==> config.mk <==
export PLATFORM = sky130hd
export DESIGN_NAME = cfg_stream_reader
export DESIGN_NICKNAME = d
export VERILOG_FILES = /design/src/rtl/cfg_rd_pkg.sv /design/src/rtl/cfg_rev_table.sv /design/src/rtl/cfg_rd_ctrl.sv /design/src/rtl/cfg_out_drive.sv /design/src/rtl/cfg_stream_reader.sv
export SDC_FILE = /design/constraint.sdc
export NUM_CORES = 1
export LEC_CHECK = 0
export BUFFER_PORTS_ARGS = -buffer_cell sky130_fd_sc_hd__buf_4
export CAP_MARGIN = 25
export CORE_MARGIN = 2
export CORE_UTILIZATION = 55
export DETAILED_ROUTE_END_ITERATION = 10
export PLACE_DENSITY = 0.82
export SLEW_MARGIN = 0
export SYNTH_ARGS = -nofsm -noshare
export SYNTH_HDL_FRONTEND = slang
export SYNTH_HIERARCHICAL = 1
export SYNTH_SLANG_ARGS = --single-unit
==> constraint.sdc <==
create_clock -name clk -period 16.5 [get_ports clk]
set_input_delay 3.3 -clock clk [delete_from_list [all_inputs] [get_ports clk]]
set_output_delay 3.3 -clock clk [all_outputs]
set_load 0.05 [all_outputs]
==> src/rtl/cfg_rd_pkg.sv <==
package cfg_rd_pkg;
   typedef enum logic {
      MODE_SERIAL = 1'b0,
      MODE_BYTE   = 1'b1
   } out_mode_e;

   localparam int unsigned REV_SEL_W = 2;
   localparam int unsigned NUM_REV   = 1 << REV_SEL_W;
endpackage

==> src/rtl/cfg_rev_table.sv <==
module cfg_rev_table
   import cfg_rd_pkg::*;
#(
   parameter int unsigned AW = 10,
   parameter logic [NUM_REV*AW-1:0] BASES = '0,
   parameter logic [NUM_REV*AW-1:0] LENS  = '1
) (
   input  logic [REV_SEL_W-1:0] sel,
   output logic [AW-1:0]        base,
   output logic [AW-1:0]        len
);
   logic [AW-1:0] base_arr [NUM_REV];
   logic [AW-1:0] len_arr  [NUM_REV];

   for (genvar r = 0; r < NUM_REV; r++) begin : g_rev
      assign base_arr[r] = BASES[r*AW +: AW];
      assign len_arr[r]  = LENS[r*AW +: AW];
      if (LENS[r*AW +: AW] == '0) begin : g_bad_len
         $error("revision length must be at least one byte");
      end
   end

   assign base = base_arr[sel];
   assign len  = len_arr[sel];
endmodule

==> src/rtl/cfg_rd_ctrl.sv <==
module cfg_rd_ctrl #(
   parameter int unsigned AW = 10,
   parameter int unsigned DW = 8,
   localparam int unsigned BW = $clog2(DW)
) (
   input  logic          clk,
   input  logic          oe_rst,
   input  logic          go,
   input  logic          par,
   input  logic          busy,
   input  logic [AW-1:0] base,
   input  logic [AW-1:0] len,
   output logic [AW-1:0] addr_nxt,
   output logic [BW-1:0] bit_q,
   output logic          done_q
);
   localparam logic [BW-1:0] TOP_BIT = BW'(DW - 1);

   logic [AW-1:0] off_q, off_nxt;
   logic [BW-1:0] bit_nxt;
   logic          done_nxt, run, step, last;

   always_comb begin
      run      = go & ~done_q;
      last     = (off_q == len - AW'(1));
      step     = run & (par ? ~busy : (bit_q == '0));
      off_nxt  = off_q;
      bit_nxt  = bit_q;
      done_nxt = done_q;
      if (!oe_rst) begin
         off_nxt  = '0;
         bit_nxt  = TOP_BIT;
         done_nxt = 1'b0;
      end else begin
         if (run && !par) begin
            bit_nxt = (bit_q == '0) ? TOP_BIT : bit_q - BW'(1);
         end
         if (step) begin
            if (last) done_nxt = 1'b1;
            else      off_nxt  = off_q + AW'(1);
         end
      end
      addr_nxt = base + off_nxt;
   end

   always_ff @(posedge clk) begin
      off_q  <= off_nxt;
      bit_q  <= bit_nxt;
      done_q <= done_nxt;
   end
endmodule

==> src/rtl/cfg_out_drive.sv <==
module cfg_out_drive #(
   parameter int unsigned DW      = 8,
   parameter bit          FWD_CLK = 1'b1,
   localparam int unsigned BW     = $clog2(DW)
) (
   input  logic          clk,
   input  logic          drive,
   input  logic          par,
   input  logic [BW-1:0] bit_sel,
   input  logic [DW-1:0] word,
   output logic [DW-1:0] data_q,
   output logic [DW-1:0] data_en,
   output logic          clk_out
);
   always_comb begin
      data_q  = '0;
      data_en = '0;
      if (drive) begin
         if (par) begin
            data_q  = word;
            data_en = '1;
         end else begin
            data_q[0]  = word[bit_sel];
            data_en[0] = 1'b1;
         end
      end
   end

   if (FWD_CLK) begin : g_fwd
      assign clk_out = clk;
   end else begin : g_nofwd
      assign clk_out = 1'b0;
   end
endmodule

==> src/rtl/cfg_stream_reader.sv <==
module cfg_stream_reader
   import cfg_rd_pkg::*;
#(
   parameter int unsigned AW      = 10,
   parameter int unsigned DW      = 8,
   parameter bit          FWD_CLK = 1'b1,
   parameter logic [REV_SEL_W-1:0]  INT_REV   = 2'd1,
   parameter logic [NUM_REV*AW-1:0] REV_BASES = {10'd48, 10'd32, 10'd16, 10'd0},
   parameter logic [NUM_REV*AW-1:0] REV_LENS  = {10'd2, 10'd5, 10'd3, 10'd4}
) (
   input  logic                 clk,
   input  logic                 chip_en,
   input  logic                 oe_rst,
   input  logic                 cfg_flag,
   input  logic                 busy,
   input  logic                 par_mode,
   input  logic                 ext_sel_en,
   input  logic [REV_SEL_W-1:0] rev_pins,
   output logic [AW-1:0]        rom_addr,
   input  logic [DW-1:0]        rom_data,
   output logic [DW-1:0]        data_q,
   output logic [DW-1:0]        data_en,
   output logic                 chain_next,
   output logic                 clk_out
);
   localparam int unsigned BW = $clog2(DW);

   if (DW != 8) begin : g_bad_dw
      $error("data width must be eight");
   end
   if (AW < 2) begin : g_bad_aw
      $error("address width too small");
   end

   logic [REV_SEL_W-1:0] rev_live, rev_q, rev_use;
   logic [AW-1:0]        base, len;
   logic [BW-1:0]        bit_sel;
   logic                 done;
   out_mode_e            mode;

   assign mode     = out_mode_e'(par_mode);
   assign rev_live = ext_sel_en ? rev_pins : INT_REV;
   assign rev_use  = oe_rst ? rev_q : rev_live;

   always_ff @(posedge clk) begin
      if (!oe_rst) rev_q <= rev_live;
   end

   cfg_rev_table #(.AW(AW), .BASES(REV_BASES), .LENS(REV_LENS)) u_tab (
      .sel  (rev_use),
      .base (base),
      .len  (len)
   );

   cfg_rd_ctrl #(.AW(AW), .DW(DW)) u_ctrl (
      .clk      (clk),
      .oe_rst   (oe_rst),
      .go       (chip_en & cfg_flag),
      .par      (mode == MODE_BYTE),
      .busy     (busy),
      .base     (base),
      .len      (len),
      .addr_nxt (rom_addr),
      .bit_q    (bit_sel),
      .done_q   (done)
   );

   cfg_out_drive #(.DW(DW), .FWD_CLK(FWD_CLK)) u_out (
      .clk     (clk),
      .drive   (oe_rst & chip_en & cfg_flag & ~done),
      .par     (mode == MODE_BYTE),
      .bit_sel (bit_sel),
      .word    (rom_data),
      .data_q  (data_q),
      .data_en (data_en),
      .clk_out (clk_out)
   );

   assign chain_next = oe_rst & done;
endmodule

### Yosys cells after proc, flatten, opt, wreduce, memory -nomap -nowiden

Cells that the tools add are included.

* add/sub/neg operators: 4
* magnitude comparators: 2
* eq/ne operators: 1
* mux-type cells: 20
* bitwise gates (word level): 10
* reductions and logical operators: 4

Operators with widths (count)
* $mux W10: 7
* $bmux W10 S2: 2
* $mux W8: 2
* $mux W7: 2
* $add A10 B1 Y10 const B: 1
* $add A10 B10 Y10: 1
* $eq A10 B10 Y1: 1
* $sub A10 B1 Y10 const B: 1
* $and A1 B1 Y1: 7
* $lt A3 B4 Y1 const B: 1
* $mux W2: 2
* $bmux W1 S3: 1
* $ge A3 B3 Y1 const B: 1
* $logic_not A3 Y1: 1
* $mux W1: 3
* $mux W3: 1
* $not A2 Y3: 1
* $sub A3 B1 Y3 const B: 1
* $not A1 Y1: 2
* $reduce_and A2 Y1: 1
* $logic_and A1 B1 Y1: 1
* $logic_not A1 Y1: 1

* flip-flop bits (word level): 16
* bits of input ports: 17
* output and inout bits: 28
* logic and storage cells: 45

### Longest topological paths before layout

* depth in word-level cells: 12
* depth in mapped cells: 23
* gate-level depth less buffers: 23

### Cells and area by module

Netlist, hierarchy kept.

Modules (own cells, without submodules)
* cfg_rd_ctrl: times used 1, cells each 164, area an instance 1350.0 um^2, seq. area each 280.3 um^2
* cfg_out_drive: times used 1, cells each 25, area an instance 201.4 um^2, seq. area each 0.0 um^2
* cfg_rev_table: times used 1, cells each 24, area an instance 177.7 um^2, seq. area each 0.0 um^2
* cfg_stream_reader: times used 1, cells each 11, area an instance 93.8 um^2, seq. area each 40.0 um^2

==> results.cfg <==
[logic_synthesis]
syn_avg_cell_area_um2 = 8.138
synth_area_leaders = dfxtp_1 (18%), buf_4 (11%), ha_1 (10%), xnor2_1 (8.6%), o21ai_0 (3.6%)
synth_cell_types = 49
synth_compound_area_share_pct = 17.57
synth_enable_flop_cells = 0
synth_top_family_by_area = simple AND/OR/NAND/NOR gates
synth_top_area_share_pct = 17.57
synthSimpleGateAreaFrac_pct = 21.76
synth_seq_area_share_pct = 17.57
synth.area.mux_share_pct = 5.148
yosysMostFrequentCell = buf_4
yosysWarnings = 6
ys.flop_type = dfxtp_1
netlist_top_cells_count = buf_4 (26), xnor2_1 (18), dfxtp_1 (16), inv_1 (16), ha_1 (15)
yosys_register_bits = 16
syn_area_mm2 = 0.001823
async_flop_share_pct = 0
synthAdderAreaFrac_pct = 11.39
yosys.area.top_type = dfxtp_1
synth_xor_area_share_pct = 11.53
synthCells = 224

[clock_network]
cts_resized = 0
insertion_delay_ps = 400
hold_buffers = 0
cts_setup_buffers = 0
cts_tree = done
path_clk_slew_ps = 100

[global_routing]
overflow = 0
gr-usage-met3_pct = 2.731
grtUsageMet2_pct = 38.50
antenna_found_initial = 0
gr-usage-all-layers_pct = 22.17
grt_most_used_layer = met2
grt_pass1_vias = 1474
grt_max_degree = 23
met1_usage_pct = 26.56
grt_pass1_wl_mm = 6.272

[floorplan]
die_w_um = 61.57
initial_utilization_pct = 58.75
core-area_mm2 = 0.003103
die_y_um = 61.57
fp.dieArea_mm2 = 0.003791
rows = 20
ioPinCount = 45

[min_path]
hp-class = reg -> reg

[cells_and_area]
finalInstanceArea_mm2 = 0.002110
multi_input_area_mm2 = 0.001285
synthToLayoutAreaGrowth_pct = 15.72
fill_cells = 286
layout-drive-gt1-share_pct = 24.14
n_antenna_cell = 0
nets = 295
register_area_um2 = 320.3

[timing]
slew_headroom_pct = 64.75
finalHoldViolCount = 0
finClkSkew_ps = 7.525
maxSlewViolCount = 0
setup_viol = 0
postLayoutSetupSlackWorst_ps = 4541
final.setup.tns_ps = 0
tightest_slew_ps = 528.8
rsz0062_at_grt = false

[run_status]
status = finished clean

[routing]
wirelength_mm = 3.843
antenna_left = 0
avgRoutedWirePerCell_um = 12.60
first_pass_iters = 4
num_vias = 1616
drc = 0
drt-initial-drc-count = 45
via_per_inst = 5.298

[worst_setup_path]
worstSetupStartpointType = clock port
crit_path_end_kind = output port
slowest_delay_ps = 180
setup.worst_path.class = clk -> out
cp.arrival_ps = 8660
cp.required_ps = 13200
crit_path_top_delay_cell = buf_4
cpMostUsedCell = clkbuf_4
crit_path_max_fanout = 2
crit_chain = clkbuf_4, clkbuf_4, buf_4

[placement]
place.port_buffers = 44
dpl_worst_slack_ps = 4783
postPlaceCellArea_mm2 = 0.002051
gp_congestion = 0.8304
hpwl_mm = 2.948

[job]
maxCapViolations = 0

[pwr]
peakVddDrop_mv = 0.05243
p_per_area_mw_per_mm2 = 59.57
p_leak_nw = 1.064
power.total_uw = 125.7
## stage by stage
stage                     std cells  util (%)  hold WS (ps)
after floorplan                 238         -         466.8
after global placement          298     66.09         501.2
after detailed placement        298     66.09         515.0
after CTS                       305     67.98         539.8
after global routing            305     67.98         568.4
final                           305     67.98         534.9
## critical path: cells and delay by family
family	cells	cell delay (ps)
buf+inv	3	400
## power breakdown
group          internal [mW]  switching (mW)
Clock                 0.0246          0.0262
Sequential            0.0393        0.000526
Combinational         0.0132          0.0218
Total                 0.0771          0.0485
## state kept, by name (all words and copies together) (netlist names)
signal         cells
rev_q              2
u_ctrl/bit_q       3
u_ctrl/off_q      10
u_ctrl/done_q      1
## layout by cell type, fill, tap and decap left out, types with 2 or more instances in the layout
cell,synthesis,layout
and3b_1,3,3
a21boi_1,5,5
and3_1,9,9
a21oi_1,9,9
nor2_1,10,10
xor2_1,6,6
nor4_1,2,2
clkbuf_4,0,6
inv_1,16,16
xnor2_1,18,18
a21o_1,3,3
nor3_1,2,2
and2_1,4,4
o2111ai_1,2,2
buf_4,26,44
o21bai_1,2,2
or3_1,5,5
nor2b_1,4,4
o21ai_0,13,13
dfxtp_1,16,16
nand2_1,14,14
conb_1,1,15
nand3_1,5,5
nand2b_1,4,4
ha_1,15,15
mux2i_1,6,6
## per-layer routing
metal	share of wire (%)	wire length, um
met5	0	0
met4	1.6	63
met3	2.5	97
met2	52	1983
met1	44	1699
## area by class of cell
cell class / count / area share, %
Multi-Input combinational cell: 178 / 60.91
Timing Repair Buffer: 43 / 15.30
Sequential cell: 16 / 15.18
Clock buffer: 8 / 3.144
Inverter: 16 / 2.847
Tap cell: 44 / 2.610
## worst paths after layout
check	from	to	slack [ps]	cells after the start
worst max register to register	rev_q[0]	u_ctrl/off_q[8]	13130	13
worst min-delay path	u_ctrl/done_q	u_ctrl/done_q	530	2
worst min register to register	u_ctrl/done_q	u_ctrl/done_q	530	2
worst max-delay path	clk	clk_out	4540	3
## logic make-up after synthesis
kind of cell,count (synthesis)
AOI/OAI and AO/OA,45
other,1
and+or+nand+nor,70
adders and majority gates,16
muxes,8
buffers and inverters,44
xor gates and xnor gates,24
DFF,16
Power figures use the tool's default switching activity.
